--- src/rtl/ahb_prof_pkg.sv ---
package ahb_prof_pkg;
  localparam int NCNT      = 17;
  localparam int IX_RD     = 0;
  localparam int IX_WR     = 1;
  localparam int IX_BST0   = 2;
  localparam int NBURST    = 8;
  localparam int IX_WAIT   = 10;
  localparam int IX_NS_SLV = 11;
  localparam int IX_NS_BUS = 12;
  localparam int IX_THR    = 13;
  localparam int IX_CYC    = 14;
  localparam int IX_CYC_EN = 15;
  localparam int IX_CYC_ND = 16;

  localparam int RG_CTRL = 20;
  localparam int RG_THR  = 21;
  localparam int RG_CLR  = 22;
  localparam int RG_PRE  = 23;

  localparam logic [1:0] TR_IDLE   = 2'b00;
  localparam logic [1:0] TR_NONSEQ = 2'b10;
  localparam logic [1:0] RSP_OKAY  = 2'b00;
  localparam logic [1:0] RSP_ERROR = 2'b01;

  typedef struct packed {
    logic              rd;
    logic              wr;
    logic [NBURST-1:0] burst;
    logic              waitc;
    logic              ns_slv;
    logic              ns_bus;
  } ev_t;
endpackage

--- src/rtl/ahb_prof_capture.sv ---
module ahb_prof_capture
  import ahb_prof_pkg::*;
(
  input  logic       clk,
  input  logic       rst,
  input  logic [1:0] htrans,
  input  logic       hwrite,
  input  logic [2:0] hburst,
  input  logic       hready,
  input  logic [1:0] hresp,
  input  logic       hsel,
  input  logic       ic_stall,
  input  logic       dbg_ack,
  output ev_t        ev,
  output logic       dbg_q
);
  logic [1:0] t_q;
  logic       w_q;
  logic [2:0] b_q;
  logic       rdy_q;
  logic [1:0] resp_q;
  logic       sel_q;
  logic       ic_q;

  logic       dp_vld;
  logic       dp_wr;
  logic       dp_first;
  logic [2:0] dp_bst;

  // capture stage: isolates the bus from the counting logic
  always_ff @(posedge clk) begin
    if (rst) begin
      t_q    <= TR_IDLE;
      w_q    <= 1'b0;
      b_q    <= '0;
      rdy_q  <= 1'b1;
      resp_q <= RSP_OKAY;
      sel_q  <= 1'b0;
      ic_q   <= 1'b0;
      dbg_q  <= 1'b0;
    end else begin
      t_q    <= htrans;
      w_q    <= hwrite;
      b_q    <= hburst;
      rdy_q  <= hready;
      resp_q <= hresp;
      sel_q  <= hsel;
      ic_q   <= ic_stall;
      dbg_q  <= dbg_ack;
    end
  end

  // data-phase tracking on the captured signals
  always_ff @(posedge clk) begin
    if (rst) begin
      dp_vld   <= 1'b0;
      dp_wr    <= 1'b0;
      dp_first <= 1'b0;
      dp_bst   <= '0;
    end else if (rdy_q) begin
      dp_vld   <= t_q[1];
      dp_wr    <= w_q;
      dp_first <= (t_q == TR_NONSEQ);
      dp_bst   <= b_q;
    end
  end

  logic resp_cnt;
  logic done;
  assign resp_cnt = (resp_q == RSP_OKAY) || (resp_q == RSP_ERROR);
  assign done     = dp_vld && rdy_q && resp_cnt;

  always_comb begin
    ev        = '0;
    ev.rd     = done && !dp_wr;
    ev.wr     = done && dp_wr;
    ev.waitc  = dp_vld && !rdy_q && (resp_q == RSP_OKAY);
    ev.ns_bus = ev.waitc && dp_first && ic_q;
    ev.ns_slv = ev.waitc && dp_first && !ic_q && sel_q;
    for (int k = 0; k < NBURST; k++)
      ev.burst[k] = done && dp_first && (dp_bst == 3'(k));
  end
endmodule

--- src/rtl/ahb_prof_waitrun.sv ---
module ahb_prof_waitrun #(
  parameter int THR_W = 16
) (
  input  logic             clk,
  input  logic             rst,
  input  logic             wait_cyc,
  input  logic [THR_W-1:0] thr,
  output logic             hit
);
  localparam int RUN_W = THR_W + 1;
  localparam logic [RUN_W-1:0] RUN_MAX = '1;

  logic [RUN_W-1:0] run_q;

  always_ff @(posedge clk) begin
    if (rst)
      run_q <= '0;
    else if (!wait_cyc)
      run_q <= '0;
    else if (run_q != RUN_MAX)
      run_q <= run_q + 1'b1;
  end

  // this wait makes the run one longer than the threshold
  assign hit = wait_cyc && (run_q == {1'b0, thr});
endmodule

--- src/rtl/ahb_prof_cnt.sv ---
module ahb_prof_cnt #(
  parameter int CNT_W  = 32,
  parameter int PRESET = 0
) (
  input  logic             clk,
  input  logic             rst,
  input  logic             clr,
  input  logic             pre,
  input  logic             inc,
  output logic [CNT_W-1:0] q
);
  localparam logic [CNT_W-1:0] PV = CNT_W'(PRESET);

  always_ff @(posedge clk) begin
    if (rst)      q <= '0;
    else if (clr) q <= '0;
    else if (pre) q <= PV;
    else if (inc) q <= q + 1'b1;
  end
endmodule

--- src/rtl/ahb_prof_bank.sv ---
module ahb_prof_bank
  import ahb_prof_pkg::*;
#(
  parameter int CNT_W  = 32,
  parameter int THR_W  = 16,
  parameter int ADDR_W = 7
) (
  input  logic              clk,
  input  logic              rst,
  input  logic [1:0]        htrans,
  input  logic              hwrite,
  input  logic [2:0]        hburst,
  input  logic              hready,
  input  logic [1:0]        hresp,
  input  logic              hsel,
  input  logic              ic_stall,
  input  logic              dbg_ack,
  input  logic              reg_wen,
  input  logic [ADDR_W-1:0] reg_addr,
  input  logic [31:0]       reg_wdata,
  output logic [31:0]       reg_rdata
);
  localparam int WI_W = ADDR_W - 2;

  ev_t  ev;
  logic dbg_q;
  logic thr_hit;

  logic             ctrl_en, ctrl_trk, ctrl_en_d, ctrl_trk_d;
  logic [THR_W-1:0] thr_q, thr_d;
  logic             clr_pend, pre_pend;
  logic             cnt_active;

  logic [NCNT-1:0]            inc;
  logic [NCNT-1:0][CNT_W-1:0] cnt_q;

  logic [WI_W-1:0] widx;
  logic wr_ctrl, wr_thr, wr_clr, wr_pre;
  logic wdata_unused;

  assign widx    = reg_addr[ADDR_W-1:2];
  assign wr_ctrl = reg_wen && (widx == WI_W'(RG_CTRL));
  assign wr_thr  = reg_wen && (widx == WI_W'(RG_THR));
  assign wr_clr  = reg_wen && (widx == WI_W'(RG_CLR));
  assign wr_pre  = reg_wen && (widx == WI_W'(RG_PRE));
  assign wdata_unused = ^{reg_wdata[31:THR_W], reg_addr[1:0]};

  ahb_prof_capture cap_i (
    .clk(clk), .rst(rst), .htrans(htrans), .hwrite(hwrite), .hburst(hburst),
    .hready(hready), .hresp(hresp), .hsel(hsel), .ic_stall(ic_stall),
    .dbg_ack(dbg_ack), .ev(ev), .dbg_q(dbg_q)
  );

  ahb_prof_waitrun #(.THR_W(THR_W)) run_i (
    .clk(clk), .rst(rst), .wait_cyc(ev.waitc), .thr(thr_d), .hit(thr_hit)
  );

  // control registers, plus copies delayed to match the capture stage
  always_ff @(posedge clk) begin
    if (rst) begin
      ctrl_en    <= 1'b0;
      ctrl_trk   <= 1'b0;
      thr_q      <= '0;
      ctrl_en_d  <= 1'b0;
      ctrl_trk_d <= 1'b0;
      thr_d      <= '0;
      clr_pend   <= 1'b0;
      pre_pend   <= 1'b0;
    end else begin
      if (wr_ctrl) begin
        ctrl_en  <= reg_wdata[0];
        ctrl_trk <= reg_wdata[1];
      end
      if (wr_thr) thr_q <= reg_wdata[THR_W-1:0];
      ctrl_en_d  <= ctrl_en;
      ctrl_trk_d <= ctrl_trk;
      thr_d      <= thr_q;
      clr_pend   <= wr_clr;
      pre_pend   <= wr_pre;
    end
  end

  assign cnt_active = ctrl_en_d && !(ctrl_trk_d && dbg_q);

  always_comb begin
    inc            = '0;
    inc[IX_RD]     = cnt_active && ev.rd;
    inc[IX_WR]     = cnt_active && ev.wr;
    for (int k = 0; k < NBURST; k++)
      inc[IX_BST0+k] = cnt_active && ev.burst[k];
    inc[IX_WAIT]   = cnt_active && ev.waitc;
    inc[IX_NS_SLV] = cnt_active && ev.ns_slv;
    inc[IX_NS_BUS] = cnt_active && ev.ns_bus;
    inc[IX_THR]    = cnt_active && thr_hit;
    inc[IX_CYC]    = 1'b1;
    inc[IX_CYC_EN] = ctrl_en_d;
    inc[IX_CYC_ND] = cnt_active;
  end

  for (genvar g = 0; g < NCNT; g++) begin : g_cnt
    if (g == IX_CYC) begin : g_free
      ahb_prof_cnt #(.CNT_W(CNT_W), .PRESET(0)) cnt_i (
        .clk(clk), .rst(rst), .clr(1'b0), .pre(1'b0), .inc(inc[g]), .q(cnt_q[g])
      );
    end else begin : g_ctl
      ahb_prof_cnt #(.CNT_W(CNT_W), .PRESET(g * 4)) cnt_i (
        .clk(clk), .rst(rst), .clr(clr_pend), .pre(pre_pend), .inc(inc[g]), .q(cnt_q[g])
      );
    end
  end

  logic [31:0] rd_n;
  always_comb begin
    rd_n = '0;
    for (int i = 0; i < NCNT; i++)
      if (widx == WI_W'(i)) rd_n[CNT_W-1:0] = cnt_q[i];
    if (widx == WI_W'(RG_CTRL)) rd_n[1:0] = {ctrl_trk, ctrl_en};
    if (widx == WI_W'(RG_THR))  rd_n[THR_W-1:0] = thr_q;
  end

  always_ff @(posedge clk) begin
    if (rst) reg_rdata <= '0;
    else     reg_rdata <= rd_n;
  end
endmodule

--- config.mk ---
export PLATFORM = sky130hd
export DESIGN_NAME = ahb_prof_bank
export DESIGN_NICKNAME = d
export VERILOG_FILES = /design/src/rtl/ahb_prof_pkg.sv /design/src/rtl/ahb_prof_capture.sv /design/src/rtl/ahb_prof_waitrun.sv /design/src/rtl/ahb_prof_cnt.sv /design/src/rtl/ahb_prof_bank.sv
export SDC_FILE = /design/constraint.sdc
export NUM_CORES = 1
export LEC_CHECK = 0
export CORE_UTILIZATION = 40
export DETAILED_ROUTE_END_ITERATION = 8
export HOLD_SLACK_MARGIN = 0.1
export PLACE_DENSITY = 0.69
export SYNTH_ARGS = -nofsm -noshare
export SYNTH_HDL_FRONTEND = slang
export SYNTH_SLANG_ARGS = --single-unit
--- constraint.sdc ---
create_clock -name clk -period 2.1 [get_ports clk]
set_input_delay 0.42 -clock clk [delete_from_list [all_inputs] [get_ports clk]]
set_output_delay 0.42 -clock clk [all_outputs]
set_load 0.01 [all_outputs]
==> metrics.csv <==
metric,value,unit
status,"finished, violations left",
failing checks,setup timing,
post-synth cell types,86,
"worst slack, placed",-944,ps
P_sw,6.56,mW
unrepaired setup endpoints after global routing,yes,
Syn-to-layout area delta,33.4,%
Starting DRT DRC Count,4013,
xor and xnor area share after synthesis,12.0,%
largest family of logic cells by synthesized area,simple AND/OR/NAND/NOR gates,
"Min Clock Period, post-route",2240,ps
H-tree depth,3,
"Primary FF master, synth",dfxtp_1,
Final Util,53.8,%
GRT Overall Usage,31.0,%
Top Layer Used,met5,
Crit. End Element,register,
launching point of the worst reg2reg path,ctrl_en_d,
combinational fraction of design power,6.1,%
drt wl/cell,23.5,um
Net Sw Frac,24.0,%
Synth top area share,40.0,%
Die Width,287,um
post-synth top area cell,dfxtp_1,
hpwl dp,102,mm
io pins,86,
DRT Pass-1 Iters,6,
#FFs+latches synth,649,
Clk pwr share,48.3,%
Core Rows,104,
Port Buf Inserts,67,
pwr/cell area,631,mW/mm2
P_int,20.7,mW
Post-synth ARST share,0,%
Worst R2R End,g_cnt[9].g_ctl.cnt_i.q[13],
first-pass GRT wire length,192,mm
vias in the first global route,30100,
Hold Path Class,primary input to register,
final worst slack,-141,ps
Adder-Cell Fraction of Synth Area,0.733,%
met2 wire len,54.2,mm
Mean Syn Cell Area,8.29,um2
WHS,179,ps
drc violations,0,
Reg power frac,45.6,%
Worst VDD drop,484,uV
# hold bufs at CTS,0,
DRT antenna net count,0,
clock root cell,clkbuf_16,
Final period util,107,%
via count,33500,
Worst R2R Setup Slack,-140,ps
nets,4631,
layout cell share with drive strength beyond 1,24.2,%
clk_lat worst skew,640,ps
Max Root-Sink Buffers,3,
number of synthesis warnings,0,
syn_nets,3986,
Setup TNS,-3340,ps
Clock transition at path regs,60,ps
Max-Cap Viols,0,
Hold Path Sink,g_cnt[14].g_free.cnt_i.q[11],
mux cell area share after synthesis,3.18,%
register area share after synthesis,40.0,%
Starting Density,40.3,%
Least-Margin Pin Slew,671,ps
met1 WL,54.8,mm
final-report max-slew violation count,0,
initial antenna violation count,6,
Synth Cell Area,0.0324,mm2
FMAX,0.446,GHz
cell with the most instances after synthesis,dfxtp_1,
Setup CP Type,register to register,
Final Hold Viols,0,
CTS Buf Count,72,
Sink Count,649,
total core area,0.0804,mm2
pin count of the biggest net entering global routing,62,
Hold Startpoint,rst,
Layout Skew,25.5,ps
"wirelength, routed",133,mm
GRT overflow,0,
area of the die,0.0823,mm2
vias per inst,5.90,
Startpoint Class,register,
Post-synth top cells,"dfxtp_1, nor2_1, nand2_1",
Compound-Gate Fraction of Synth Area,13.2,%
Leakage,16.3,nW
CP required,2670,ps
Cells on Worst Hold Path,2,
CP max FO,5,
Syn Inst Count,3913,
# setup viols final,82,
R2R depth,8,
CTS tree,done,
Synth area leaders,"dfxtp_1, nor2_1, xor2_1",
Post-synth EDFFs,0,
Simple-Gate Fraction of Synth Area,27.3,%
# fillers,7338,
Routability Congestion,1.10,
Critical Path AT,2810,ps
met3 WL,15.8,mm
chip height,287,um
headroom to the max-slew limit,55.2,%
==> stage by stage <==
step,instance area [um2],power [mW],cells
2_1_floorplan,32500,13.4,3913
3_3_place_gp,38900,14.3,5480
3_5_place_dp,38900,14.3,5480
4_1_cts,41900,27.3,5634
5_1_grt,43300,27.9,5674
6_report,43300,27.3,5679
==> worst max-delay path, cell delays in order, from the launching register on <==
cell and delay (ps):
dfxtp_2 350, a21bo_4 280, buf_12 150, nor4_4 260
buf_6 200, nand4_1 220, buf_6 230, or3_4 320
a21oi_2 130
==> sequential cells by signal, summed over array words and instances, names as in the netlist, 2 cells and up <==
| name | count |
|---|---|
| run_i.run_q | 17 |
| thr_d | 16 |
| cap_i.b_q | 3 |
| g_cnt.g_ctl.cnt_i.q | 512 |
| reg_rdata | 32 |
| g_cnt.g_free.cnt_i.q | 32 |
| cap_i.resp_q | 2 |
| thr_q | 16 |
| cap_i.dp_bst | 3 |
| cap_i.t_q | 2 |
==> cell families after synthesis <==
kind of cell | after synthesis
compound gates | 693
xor+xnor | 446
fa+ha+maj | 19
buf+inv | 279
flops | 649
mux | 92
simple gates | 1735
==> what timing repair did <==
action / in CTS / in global routing
endpoints found under the setup margin: 204 / 277
gates cloned: 1 / 4
buffers inserted: 25 / 36
pin swaps: 49 / 77
gates resized for setup: 107 / 225
==> layout by cell type (no fill, tap or decap), types with 21 or more instances in the layout <==
master | synthesis | final
nor3_2 | 6 | 21
nand3_1 | 200 | 188
or3_1 | 103 | 84
o22a_1 | 21 | 21
a21oi_1 | 210 | 185
nor2_1 | 576 | 564
o21ai_0 | 191 | 180
buf_6 | 2 | 48
nand4_1 | 141 | 141
a22oi_1 | 48 | 47
inv_1 | 74 | 74
dfxtp_1 | 649 | 623
and3_1 | 90 | 81
buf_12 | 0 | 36
a211oi_1 | 23 | 23
nor3_1 | 97 | 66
dfxtp_2 | 0 | 24
clkbuf_16 | 0 | 75
mux2i_1 | 66 | 66
nand2_1 | 269 | 257
buf_4 | 4 | 620
xor2_1 | 237 | 236
a221oi_1 | 21 | 21
nor2b_1 | 43 | 39
xnor2_1 | 209 | 201
clkdlybuf4s50_1 | 0 | 61
and4_1 | 56 | 52
a21oi_2 | 0 | 25
o22ai_1 | 58 | 57
==> how the worst max path moves through the flow <==
stage / start / endpoint / slack (ps) / cells after the start
global route: cap_i.resp_q[1] / g_cnt[4].g_ctl.cnt_i.q[14] / -200 / 12
global placement: reg_addr[5] / reg_rdata[12] / -900 / 10
floorplan: reg_addr[4] / reg_rdata[28] / -30 / 9
CTS: cap_i.rdy_q / g_cnt[13].g_ctl.cnt_i.q[16] / -70 / 8
detailed placement: reg_addr[5] / reg_rdata[12] / -940 / 10
finish: ctrl_en_d / g_cnt[9].g_ctl.cnt_i.q[13] / -140 / 8
==> layer usage <==
layer	track usage, %	vias up
li1	-	15200
met1	42.1	16100
met2	43.6	1785
met3	8.71	421
met4	18.1	4
met5	0	-
==> area by class of cell <==
type                    count  area, um2  area share [%]
well taps                1060       1330            3.06
inverters                  75        282           0.650
repair buffers            775       6660            15.4
clock inverters            27        347           0.801
diodes                      5       12.5          0.0289
clock buffers             103       2080            4.80
flip-flops and latches    649      13000            30.1
multi-input cells        2985      19600            45.2
==> power groups by stage <==
stage	clock network (mW)	registers, mW	logic, mW
after floorplan	0	12.7	0.698
after global placement	0	12.7	1.55
after detailed placement	0	12.7	1.55
after CTS	13.3	12.5	1.57
after global routing	13.8	12.4	1.71
final	13.2	12.5	1.66
(Power assumes the default switching activity.)
